File: config.mk
export PLATFORM = sky130hd
export DESIGN_NAME = cfg_stream_serializer
export DESIGN_NICKNAME = d
export VERILOG_FILES = /design/src/rtl/cfgser_pkg.sv /design/src/rtl/cfgser_preamble.sv /design/src/rtl/cfgser_hdr_enc.sv /design/src/rtl/cfgser_out_stage.sv /design/src/rtl/cfg_stream_serializer.sv
export SDC_FILE = /design/constraint.sdc
export NUM_CORES = 1
export LEC_CHECK = 0
export BUFFER_PORTS_ARGS = -buffer_cell sky130_fd_sc_hd__buf_2
export CAP_MARGIN = 0
export CORE_MARGIN = 1
export CORE_UTILIZATION = 56
export DETAILED_ROUTE_END_ITERATION = 10
export MAX_ROUTING_LAYER = met4
export PLACE_DENSITY = 0.95
export REMOVE_ABC_BUFFERS = 1
export SLEW_MARGIN = 20
export SYNTH_ARGS = -nofsm -noshare
export SYNTH_HDL_FRONTEND = slang
export SYNTH_SLANG_ARGS = --single-unit
File: constraint.sdc
create_clock -name clk -period 4.8 [get_ports clk]
set_input_delay 0.72 -clock clk [delete_from_list [all_inputs] [get_ports clk]]
set_output_delay 0.72 -clock clk [all_outputs]
set_load 0.005 [all_outputs]
File: src/rtl/cfgser_pkg.sv
package cfgser_pkg;
  localparam int WORD_W     = 32;
  localparam int KIND_W     = 3;
  localparam int OP_W       = 2;
  localparam int REG_W      = 14;
  localparam int CNT_W      = 27;
  localparam int SHORT_W    = 11;
  localparam int PRE_LEN    = 6;
  localparam int PRE_IDX_W  = $clog2(PRE_LEN);

  localparam logic [KIND_W-1:0] KIND_PAD  = 3'd0;
  localparam logic [KIND_W-1:0] KIND_ADDR = 3'd1;
  localparam logic [KIND_W-1:0] KIND_BULK = 3'd2;

  typedef enum logic [1:0] {
    ST_PRE  = 2'd0,
    ST_HDR  = 2'd1,
    ST_PAY  = 2'd2,
    ST_DONE = 2'd3
  } ser_state_e;
endpackage

File: src/rtl/cfgser_preamble.sv
module cfgser_preamble
  import cfgser_pkg::*;
(
  input  logic [PRE_IDX_W-1:0] idx,
  output logic [WORD_W-1:0]    word
);
  always_comb begin
    case (idx)
      3'd0:    word = 32'hFFFF_FFFF;
      3'd1:    word = 32'h0000_00BB;
      3'd2:    word = 32'h1122_0044;
      3'd3:    word = 32'hFFFF_FFFF;
      3'd4:    word = 32'hFFFF_FFFF;
      3'd5:    word = 32'hAA99_5566;
      default: word = '0;
    endcase
  end
endmodule

File: src/rtl/cfgser_hdr_enc.sv
module cfgser_hdr_enc
  import cfgser_pkg::*;
(
  input  logic [KIND_W-1:0] kind,
  input  logic [OP_W-1:0]   op,
  input  logic [REG_W-1:0]  regaddr,
  input  logic [CNT_W-1:0]  len,
  output logic [WORD_W-1:0] hdr,
  output logic [CNT_W-1:0]  pay_cnt
);
  localparam int GAP_W = WORD_W - KIND_W - OP_W - REG_W - SHORT_W;

  always_comb begin
    case (kind)
      KIND_PAD: begin
        hdr     = '0;
        pay_cnt = '0;
      end
      KIND_ADDR: begin
        hdr     = {kind, op, regaddr, {GAP_W{1'b0}}, len[SHORT_W-1:0]};
        pay_cnt = {{(CNT_W-SHORT_W){1'b0}}, len[SHORT_W-1:0]};
      end
      KIND_BULK: begin
        hdr     = {kind, op, len};
        pay_cnt = len;
      end
      default: begin
        hdr     = {kind, {(WORD_W-KIND_W){1'b0}}};
        pay_cnt = '0;
      end
    endcase
  end
endmodule

File: src/rtl/cfgser_out_stage.sv
module cfgser_out_stage
  import cfgser_pkg::*;
(
  input  logic              clk,
  input  logic              rst,
  input  logic              load,
  input  logic [WORD_W-1:0] d_word,
  input  logic              d_last,
  input  logic              out_ready,
  output logic              can_load,
  output logic              out_valid,
  output logic [WORD_W-1:0] out_word,
  output logic              out_last
);
  assign can_load = !out_valid || out_ready;

  always_ff @(posedge clk) begin
    if (rst) begin
      out_valid <= 1'b0;
      out_word  <= '0;
      out_last  <= 1'b0;
    end else if (load) begin
      out_valid <= 1'b1;
      out_word  <= d_word;
      out_last  <= d_last;
    end else if (out_ready) begin
      out_valid <= 1'b0;
      out_last  <= 1'b0;
    end
  end

  // a word waiting for the consumer stays put
  a_r9_hold: assert property (@(posedge clk) disable iff (rst)
    out_valid && !out_ready |=> out_valid && $stable(out_word) && $stable(out_last));

  // output is idle right after reset
  a_r12_reset_idle: assert property (@(posedge clk) rst |=> !out_valid);
endmodule

File: src/rtl/cfg_stream_serializer.sv
module cfg_stream_serializer
  import cfgser_pkg::*;
(
  input  logic              clk,
  input  logic              rst,
  input  logic              desc_valid,
  output logic              desc_ready,
  input  logic [2:0]        desc_kind,
  input  logic [1:0]        desc_op,
  input  logic [13:0]       desc_reg,
  input  logic [26:0]       desc_len,
  input  logic              desc_final,
  input  logic              pay_valid,
  output logic              pay_ready,
  input  logic [31:0]       pay_word,
  output logic              out_valid,
  input  logic              out_ready,
  output logic [31:0]       out_word,
  output logic              out_last
);
  ser_state_e             st_q;
  logic [PRE_IDX_W-1:0]   pre_idx_q;
  logic [CNT_W-1:0]       rem_q;
  logic                   fin_q;
  logic                   can_load;
  logic [WORD_W-1:0]      pre_word;
  logic [WORD_W-1:0]      hdr_word;
  logic [CNT_W-1:0]       hdr_cnt;
  logic                   ld;
  logic [WORD_W-1:0]      ld_word;
  logic                   ld_last;
  logic                   desc_fire;
  logic                   pay_fire;

  cfgser_preamble u_pre (
    .idx  (pre_idx_q),
    .word (pre_word)
  );

  cfgser_hdr_enc u_enc (
    .kind    (desc_kind),
    .op      (desc_op),
    .regaddr (desc_reg),
    .len     (desc_len),
    .hdr     (hdr_word),
    .pay_cnt (hdr_cnt)
  );

  assign desc_ready = (st_q == ST_HDR) && can_load;
  assign pay_ready  = (st_q == ST_PAY) && can_load;
  assign desc_fire  = desc_valid && desc_ready;
  assign pay_fire   = pay_valid && pay_ready;

  always_comb begin
    ld      = 1'b0;
    ld_word = '0;
    ld_last = 1'b0;
    case (st_q)
      ST_PRE: begin
        ld      = can_load;
        ld_word = pre_word;
      end
      ST_HDR: begin
        ld      = desc_fire;
        ld_word = hdr_word;
        ld_last = desc_final && (hdr_cnt == '0);
      end
      ST_PAY: begin
        ld      = pay_fire;
        ld_word = pay_word;
        ld_last = fin_q && (rem_q == CNT_W'(1));
      end
      default: ;
    endcase
  end

  always_ff @(posedge clk) begin
    if (rst) begin
      st_q      <= ST_PRE;
      pre_idx_q <= '0;
      rem_q     <= '0;
      fin_q     <= 1'b0;
    end else begin
      case (st_q)
        ST_PRE: if (can_load) begin
          if (pre_idx_q == PRE_IDX_W'(PRE_LEN - 1)) st_q <= ST_HDR;
          else pre_idx_q <= pre_idx_q + 1'b1;
        end
        ST_HDR: if (desc_fire) begin
          rem_q <= hdr_cnt;
          fin_q <= desc_final;
          if (hdr_cnt != '0) st_q <= ST_PAY;
          else if (desc_final) st_q <= ST_DONE;
        end
        ST_PAY: if (pay_fire) begin
          rem_q <= rem_q - 1'b1;
          if (rem_q == CNT_W'(1)) st_q <= fin_q ? ST_DONE : ST_HDR;
        end
        default: ;
      endcase
    end
  end

  cfgser_out_stage u_out (
    .clk       (clk),
    .rst       (rst),
    .load      (ld),
    .d_word    (ld_word),
    .d_last    (ld_last),
    .out_ready (out_ready),
    .can_load  (can_load),
    .out_valid (out_valid),
    .out_word  (out_word),
    .out_last  (out_last)
  );

  // only one input side may be pulled from at a time
  a_r11_one_side: assert property (@(posedge clk) disable iff (rst)
    !(desc_ready && pay_ready));

  // no descriptor is taken while the preamble is still going out
  a_r1_pre_first: assert property (@(posedge clk) disable iff (rst)
    (st_q == ST_PRE) |-> !desc_ready);

  // a type-0 descriptor becomes an all-zero word
  a_r4_pad_zero: assert property (@(posedge clk) disable iff (rst)
    desc_fire && (desc_kind == KIND_PAD) |=> out_valid && (out_word == '0));

  // payload words reach the output unchanged
  a_r6_pass: assert property (@(posedge clk) disable iff (rst)
    pay_fire |=> out_valid && (out_word == $past(pay_word)));

  // after the final word leaves, both inputs stay closed
  a_r10_quiet: assert property (@(posedge clk) disable iff (rst)
    out_valid && out_ready && out_last |=> !desc_ready && !pay_ready);
endmodule

* Word-level counts from Yosys, hierarchy flattened
Cells that the tools add are included.
** Word-level totals
- Output and inout bits :: 36
- Register bits after elaboration :: 67
- Word-level logic and storage cells :: 68
- Input port bits :: 84
** Operators by class
- Bitwise gates (word level) :: 1
- Equal/unequal tests :: 16
- Reduce and logical (&&, ||, !) cells :: 21
- Add/subtract/negate cells :: 2
- Multiplexer cells :: 21
** Operators with widths (number)
- 32-bit case mux with 3 select lines :: 2
- 32-bit case mux with 4 select lines :: 1
- 27-bit case mux with 2 select lines :: 2
- 27-bit two-way mux :: 2
- 27-bit by 1-bit == test with 1-bit output, second input constant :: 1
- 27-bit logical NOT :: 1
- 27-bit nonzero test :: 1
- 27-bit by 1-bit subtractor with 27-bit output, second input constant :: 1
- 2-bit two-way mux :: 8
- 3-bit by 2-bit == test with 1-bit output, second input constant :: 3
- 2-bit inequality test, second input constant :: 4
- 7-bit AND reduction :: 1
- 3-bit by 1-bit == test with 1-bit output, second input constant :: 2
- 3-bit == test, second input constant :: 2
- 1-bit logical AND :: 6
- 3-bit logical NOT :: 2
- 2-bit case mux with 3 select lines :: 1
- 3-bit AND reduction :: 2
- 2-bit nonzero test :: 2
- 3-bit by 1-bit adder with 3-bit output, second input constant :: 1
- 1-bit two-way mux :: 3
- 3-bit by 2-bit inequality test with 1-bit output, second input constant :: 1
- 1-bit case mux with 3 select lines :: 1
- 3-bit nonzero test :: 1
- 10 further kinds :: 10

* Longest topological paths before layout
Gate-level depths: netlist (run 1).
- Depth in word-level cells :: 6
- Gate-level depth with buffers :: 9
- Depth with buffers taken out :: 7

* Hierarchy
From an unflattened synthesis (run 1), not the netlist that was laid out.
** Unflattened totals
- Cell total of the unflattened synthesis :: 603
- Area total of the unflattened synthesis :: 4895.9 µm²
** Modules (own cells, without submodules)
- cfg_stream_serializer :: cells an instance 382, seq. area each 660.6 µm², instances 1, area each 2788.9 µm²
- cfgser_out_stage :: cells an instance 112, seq. area each 680.7 µm², instances 1, area each 1203.7 µm²
- cfgser_hdr_enc :: cells an instance 73, seq. area each 0.0 µm², instances 1, area each 629.4 µm²
- cfgser_preamble :: cells an instance 36, seq. area each 0.0 µm², instances 1, area each 274.0 µm²

* Worst setup path after synthesis (run 1)
Ideal clock, no wire load.
- Path kind :: register -> register
- Start point :: register rem_q[9]
- End point :: register st_q[1]
- Stages on the path, launching flop included :: 7
- Required time :: 4.728 ns
- Library setup time :: 0.072 ns
- Buffers on the path :: 1
- Arrival :: 2.321 ns
- Clock period less this slack :: 2.392 ns
- Setup slack :: 2.408 ns
- Path through :: dfxtp_1 -> or4_1 -> buf_2 -> or4_4 -> o41a_1 -> a311oi_2 -> mux2i_1
** On the way
- Cells in the longest elaborated chain, start to end :: 3
** RTL lines
- start, declared :: line cfg_stream_serializer.sv:23 : logic [CNT_W-1:0] rem_q;
- start signal, assigned :: line cfg_stream_serializer.sv:90 : rem_q <= hdr_cnt;
- start signal, assigned :: line cfg_stream_serializer.sv:96 : rem_q <= rem_q - 1'b1;
- 27-bit by 1-bit == test with 1-bit output :: line cfg_stream_serializer.sv:97 : if (rem_q == CNT_W'(1)) st_q <= fin_q ? ST_DONE : ST_HDR;
- 2-bit by 1-bit inequality test with 1-bit output (no line)
- 7-bit AND reduction (no line)
- end signal, assigned :: line cfg_stream_serializer.sv:97
- end, declared :: line cfg_stream_serializer.sv:21 : ser_state_e st_q;
No other way between the ends.
A chain may end at the register's enable or synchronous reset.

* Worst setup path in the final report (run 1)
- Start point :: register st_q[0]
- End point :: output port pay_ready
** On the way
- Cells in the longest elaborated chain, start to end :: 2
** RTL lines
- 2-bit == test :: line cfg_stream_serializer.sv:50 : assign pay_ready = (st_q == ST_PAY) && can_load;
- 1-bit logical AND :: line cfg_stream_serializer.sv:50
- end, declared :: line cfg_stream_serializer.sv:14 : output logic pay_ready,
No other way between the ends.

==> results.sh, run 1 <==
export IMPL_fmax_mhz=300
export IMPL_critPathKind="flop to output pin"
export IMPL_finalPower_w=0.00233
export IMPL_fill_cells=533
export IMPL_ir_drop_mv=0.410
export IMPL_grt_pass1_wl_um=20800
export IMPL_yosysUniqueCellTypes=58
export IMPL_layout_commonest_cell="buf_2"
export IMPL_synth_edf_count=0
export IMPL_detail_route_wl_per_cell_um=18.6
export IMPL_first_pass_iters=6
export IMPL_cp_slowest_cell="ha_2"
export IMPL_drc_errors=0
export IMPL_syn_area_mm2=0.00393
export IMPL_cts_tree="yes"
export IMPL_dp_hpwl_um=9050
export IMPL_critPathRequiredTime_ns=4.08
export IMPL_min_delay_path_depth=2
export IMPL_cts_resized=0
export IMPL_powerDensity_mw_per_mm2=491
export IMPL_p_sw_w=0.000973
export IMPL_worstPathCellList="inv_1 > ha_2 > inv_1 > nor2_1 > buf_2"
export IMPL_timing_setup_tns_ns=0
export IMPL_slew_headroom_pct=22.3
export IMPL_place_congestion=0.913
export IMPL_layout_common_cells="buf_2, a21oi_1, dfxtp_1"
export IMPL_regToRegSetupSlack_ns=1.72
export IMPL_max_cap_viol_count=0
export IMPL_period_share_pct=69.5
export IMPL_synth_async_reset_ratio_pct=0
export IMPL_fin_nets=699
export IMPL_area_growth_pct=20.5
export IMPL_cts_path_max_buffers=2
export IMPL_portBuffers=119
export IMPL_crit_top_cell="inv_1"
export IMPL_grt_max_degree=53
export IMPL_synth_ff_type="dfxtp_1"
export IMPL_synthCells=510
export IMPL_p_seq_share_pct=35.0
export IMPL_numCtsBuffers=9
export IMPL_hold_viol=0
export IMPL_postCtsSetupBuffers=0
export IMPL_p_clk_share_pct=21.2
export IMPL_combPwrFrac_pct=43.8
export IMPL_ys_ff_latch=67
export IMPL_rsz0062_at_grt="no"
export IMPL_ff2ff_path_depth=7
export IMPL_seq_area_frac_synth_pct=34.1
export IMPL_num_vias=4699
export IMPL_startpoint_type="flop"
export IMPL_fin_crit_ns=3.34
export IMPL_clock_latency_ns=0.36
export IMPL_worst_path_max_fanout=52
export IMPL_core_mm2=0.00679
export IMPL_cts_sinks=67
export IMPL_cts_hold_buf=0
export IMPL_clock_skew_ns=0.00970
export IMPL_dieWidth_um=85.8
export IMPL_slew_viol_final=0
export IMPL_avgSynthCellArea_um2=7.71
export IMPL_die_area_mm2=0.00736
export IMPL_drive_gt1_share_pct=25.6
export IMPL_worst_endpoint_arrival_ns=2.62
export IMPL_hp_class="flop to flop"
export IMPL_worst_pin_slew_ns=1.16
export IMPL_antenna_found_initial=0
export IMPL_status="finished, final reports clean"
export IMPL_initial_core_util_pct=57.9
export IMPL_setup_viol=0
export IMPL_grt_pass1_vias=4293
export IMPL_p_int_w=0.00135
export IMPL_num_antenna_cells=0
export IMPL_drt_iter0_drc=750
export IMPL_cts_root_buf="clkbuf_8"
export IMPL_end_kind="output pin"
export IMPL_path_clk_slew_ns=0.08
export IMPL_via_per_inst=6.66
export IMPL_p_leak_nw=1.89
export IMPL_die_h_um=85.8
export IMPL_antenna_left=0
export IMPL_grt_usage_pct=36.9
export IMPL_rows=30
export IMPL_io_pins=120
export IMPL_swShare_pct=41.9
export IMPL_routed_wl_um=13100
export IMPL_yosys_warnings=0
export IMPL_cpPeakStageDelay_ns=0.90
export IMPL_h_tree_depth=3
export IMPL_gr_total_overflow=0
==> power by group through the flow <==
stage               sequential [W]  combinational [W]  clock (W)
global route              0.000827            0.00111   0.000514
detailed placement        0.000817           0.000973          0
finish                    0.000813            0.00102   0.000493
global placement          0.000810           0.000936          0
floorplan                 0.000814           0.000585          0
CTS                       0.000807           0.000983   0.000490
==> path summary, 6_finish.rpt <==
kind                to       from
max          pay_ready    st_q[0]
min          rem_q[12]  rem_q[12]
min reg2reg  rem_q[12]  rem_q[12]
max reg2reg  rem_q[26]    st_q[0]
==> area by class of cell <==
cell class                 instances  area (um2)  share of cell area, %
inverter                          21        78.8                   1.66
clock inverter                     6        63.8                   1.35
sequential                        67        1340                   28.3
multi-input combinational        383        2370                   50.0
clock buffer                      10         138                   2.91
tap                               96         120                   2.54
timing repair buffer             123         626                   13.2
==> routing by layer <==
layer	share of wire, %	up-vias	global-route usage [%]
li1	-	2117	-
met4	3.5	0	16.4
met3	12	61	5.68
met2	45	396	57.7
met1	40	2125	47.3
met5	0	-	-
==> through the flow <==
step	std cells	worst slack [ns]	instance area (um2)	hold WS, ns	util, %
final	706	1.46	4740	0.487	69.7
after global routing	706	1.35	4740	0.493	69.7
after CTS	706	1.55	4730	0.487	69.7
after detailed placement	690	1.56	4530	0.472	66.7
after global placement	690	1.74	4530	0.462	66.7
after floorplan	471	0.821	3770	0.441	-
==> synthesized netlist by cell type, drive strengths merged (2+ instances only) <==
cell type / n / area [um2]
o32ai: 5 / 43.8
a32oi: 7 / 61.3
nor2b: 6 / 37.5
nand3: 17 / 85.1
a21oi: 68 / 340
nand2: 27 / 101
and2: 4 / 25.0
inv: 21 / 78.8
nor4: 8 / 50.1
or3: 7 / 52.6
o221ai: 3 / 26.3
a32o: 7 / 70.1
o21a: 3 / 22.5
o41ai: 2 / 17.5
a22oi: 31 / 233
nor4b: 2 / 17.5
nand4: 5 / 31.3
a221o: 2 / 20.0
o21ai: 48 / 240
buf: 2 / 8.75
a221oi: 9 / 78.8
a21o: 3 / 22.5
or4: 7 / 61.3
dfxtp: 67 / 1340
and3: 3 / 18.8
nor3: 15 / 75.1
a31oi: 8 / 50.1
nor2: 44 / 165
xnor2: 2 / 17.5
a211oi: 3 / 22.5
nand2b: 5 / 31.3
mux2i: 5 / 50.1
clkbuf: 36 / 145
ha: 10 / 125
==> flip-flops by register name (all words and copies together), names as in the netlist <==
| name | flops |
|---|---|
| fin_q | 1 |
| pre_idx_q | 3 |
| rem_q | 27 |
| st_q | 2 |
| u_out.out_last | 1 |
| u_out.out_valid | 1 |
| u_out.out_word | 32 |
==> cells by family after synthesis <==
group / synth area share (%)
mux: 1.27
xor+xnor: 0.668
flops: 34.1
compound gates: 34.9
simple gates: 19.7
buf+inv: 6.21
fa+ha+maj: 3.18
==> critical path, delay by kind of cell (launching register included) <==
family | cells | cell delay (ns)
adders and majority gates | 1 | 0.90
buffers and inverters | 3 | 0.76
DFF | 1 | 0.34
and+or+nand+nor | 1 | 0.26
(Power assumes the default switching activity.)
==> inputs of run 2 (changes only) <==
--- a/config.mk
+++ b/config.mk
@@ -8,10 +8,10 @@
 export BUFFER_PORTS_ARGS = -buffer_cell sky130_fd_sc_hd__buf_2
 export CAP_MARGIN = 0
 export CORE_MARGIN = 1
-export CORE_UTILIZATION = 56
+export CORE_UTILIZATION = 52
 export DETAILED_ROUTE_END_ITERATION = 10
 export MAX_ROUTING_LAYER = met4
-export PLACE_DENSITY = 0.95
+export PLACE_DENSITY = 0.9
 export REMOVE_ABC_BUFFERS = 1
 export SLEW_MARGIN = 20
 export SYNTH_ARGS = -nofsm -noshare
==> constraint.sdc (replaced) <==
create_clock -name clk -period 3.2 [get_ports clk]
set_input_delay 0.48 -clock clk [delete_from_list [all_inputs] [get_ports clk]]
set_output_delay 0.48 -clock clk [all_outputs]
set_load 0.005 [all_outputs]
==> results.sh, run 2 (synthesized netlist as in run 1, its figures left out) <==
export IMPL_die_h_um=89.0
export IMPL_powerDensity_mw_per_mm2=730
export IMPL_area_growth_pct=22.9
export IMPL_clock_latency_ns=0.35
export IMPL_swShare_pct=40.6
export IMPL_first_pass_iters=6
export IMPL_dieWidth_um=89.0
export IMPL_ff2ff_path_depth=8
export IMPL_grt_pass1_wl_um=20200
export IMPL_timing_rr_start="st_q[0]"
export IMPL_grt_pass1_vias=4280
export IMPL_detail_route_wl_per_cell_um=18.2
export IMPL_fill_cells=629
export IMPL_postCtsSetupBuffers=0
export IMPL_numCtsBuffers=9
export IMPL_fin_nets=711
export IMPL_via_per_inst=6.43
export IMPL_period_share_pct=82.8
export IMPL_hold_viol=0
export IMPL_num_vias=4636
export IMPL_worstPathCellList="inv_1 > ha_2 > buf_4 > inv_1 > or2_2 > nor4b_1 > o22ai_1 > a21oi_1"
export IMPL_regToRegSetupSlack_ns=0.55
export IMPL_cts_tree="yes"
export IMPL_reg_top3="u_out.out_word (32), rem_q (27), pre_idx_q (3)"
export IMPL_slew_headroom_pct=43.9
export IMPL_critPathRequiredTime_ns=3.48
export IMPL_core_mm2=0.00729
export IMPL_layout_setup_ws_ns=0.549
export IMPL_timing_setup_tns_ns=0
export IMPL_rows=31
export IMPL_portBuffers=119
export IMPL_clock_skew_ns=0.00767
export IMPL_worst_path_max_fanout=36
export IMPL_max_cap_viol_count=0
export IMPL_cp_slowest_cell="ha_2"
export IMPL_grt_usage_pct=34.5
export IMPL_hp_class="input port to flop"
export IMPL_p_seq_share_pct=34.3
export IMPL_path_clk_slew_ns=0.08
export IMPL_rsz0062_at_grt="no"
export IMPL_status="finished, final reports clean"
export IMPL_place_congestion=0.937
export IMPL_p_int_w=0.00209
export IMPL_p_leak_nw=1.95
export IMPL_drive_gt1_share_pct=26.7
export IMPL_die_area_mm2=0.00791
export IMPL_worst_endpoint_arrival_ns=2.93
export IMPL_h_tree_depth=3
export IMPL_cpPeakStageDelay_ns=0.46
export IMPL_grt_max_degree=37
export IMPL_p_clk_share_pct=20.9
export IMPL_hold_start="desc_op[0]"
export IMPL_cts_path_max_buffers=2
export IMPL_largest_reg_flops=32
export IMPL_dpl_worst_slack_ns=0.621
export IMPL_gr_total_overflow=0
export IMPL_setup_viol=0
export IMPL_r2r_end="rem_q[24]"
export IMPL_antenna_found_initial=0
export IMPL_worst_pin_slew_ns=0.841
export IMPL_num_antenna_cells=0
export IMPL_routed_wl_um=13200
export IMPL_end_kind="flop"
export IMPL_dp_cells=705
export IMPL_min_to="u_out.out_word[27]"
export IMPL_fmax_mhz=377
export IMPL_antenna_left=0
export IMPL_slew_viol_final=0
export IMPL_cts_resized=0
export IMPL_drc_errors=0
export IMPL_largest_register="u_out.out_word"
export IMPL_io_pins=120
export IMPL_crit_path_start="st_q[0]"
export IMPL_cts_sinks=67
export IMPL_layout_commonest_cell="buf_2"
export IMPL_combPwrFrac_pct=44.8
export IMPL_fin_crit_ns=2.65
export IMPL_initial_core_util_pct=53.9
export IMPL_cts_hold_buf=0
export IMPL_layoutNonFillerInstCount=721
export IMPL_layout_common_cells="buf_2, a21oi_1, dfxtp_1"
export IMPL_ir_drop_mv=0.536
export IMPL_cts_root_buf="clkbuf_8"
export IMPL_p_sw_w=0.00143
export IMPL_min_delay_path_depth=3
export IMPL_crit_top_cell="inv_1"
export IMPL_drt_iter0_drc=420
export IMPL_startpoint_type="flop"
export IMPL_critPathKind="flop to flop"
export IMPL_dp_hpwl_um=9400
run 2: changes by cell type in the layout (fill, tap and decap cells not counted):
| cell | change |
|---|---|
| clkinv_4 | +1 |
| buf_4 | +12 |
| clkinvlp_4 | -2 |
| clkbuf_1 | +1 |
| inv_6 | -1 |
| clkbuf_8 | +1 |
| a21oi_2 | -1 |
| a21oi_1 | +1 |
run 2: stage by stage:
step	util, %	cell area (um2)	hold WS, ns	power, W
final	66.2	4830	0.421	0.00352
after detailed placement	63.4	4630	0.479	0.00275
after floorplan	-	3770	0.441	0.00210
after global routing	66.2	4830	0.416	0.00374
after CTS	66.2	4830	0.410	0.00349
after global placement	63.4	4630	0.465	0.00270
run 2: layout make-up:
class / instances / area, um2 / share of cell area, %
timing repair buffer: 135 / 716 / 14.8
sequential: 67 / 1340 / 27.8
clock buffer: 12 / 155 / 3.21
tap: 99 / 124 / 2.56
clock inverter: 4 / 48.8 / 1.01
inverter: 21 / 78.8 / 1.63
multi-input combinational: 383 / 2370 / 49.0
run 2: critical path: cells and delay by family (launching register included):
family,cells,cell delay [ns]
fa+ha+maj,1,0.46
simple gates,2,0.74
compound gates,2,0.33
flops,1,0.35
buf+inv,3,0.69
run 2: worst max path at each step:
| stage | slack (ns) | depth (start not counted) | to |
|---|---|---|---|
| CTS | 0.55 | 8 | rem_q[24] |
| finish | 0.55 | 8 | rem_q[24] |
| floorplan | -0.78 | 7 | rem_q[23] |
| global route | 0.28 | 8 | rem_q[24] |
| global placement | 0.72 | 5 | st_q[1] |
| detailed placement | 0.62 | 8 | rem_q[23] |
run 2: power groups by stage:
stage / registers (W) / logic, W / clock network [W]
2_1_floorplan: 0.00122 / 0.000877 / 0
3_5_place_dp: 0.00122 / 0.00153 / 0
3_3_place_gp: 0.00121 / 0.00149 / 0
4_1_cts: 0.00120 / 0.00154 / 0.000736
6_report: 0.00121 / 0.00158 / 0.000736
5_1_grt: 0.00123 / 0.00173 / 0.000779
run 2: layer usage:
layer | share of wire (%) | track usage, % | vias up
li1 | - | - | 2144
met2 | 46 | 55.5 | 328
met4 | 3.0 | 15.0 | 0
met5 | 0 | - | -
met3 | 12 | 7.11 | 40
met1 | 40 | 42.0 | 2124
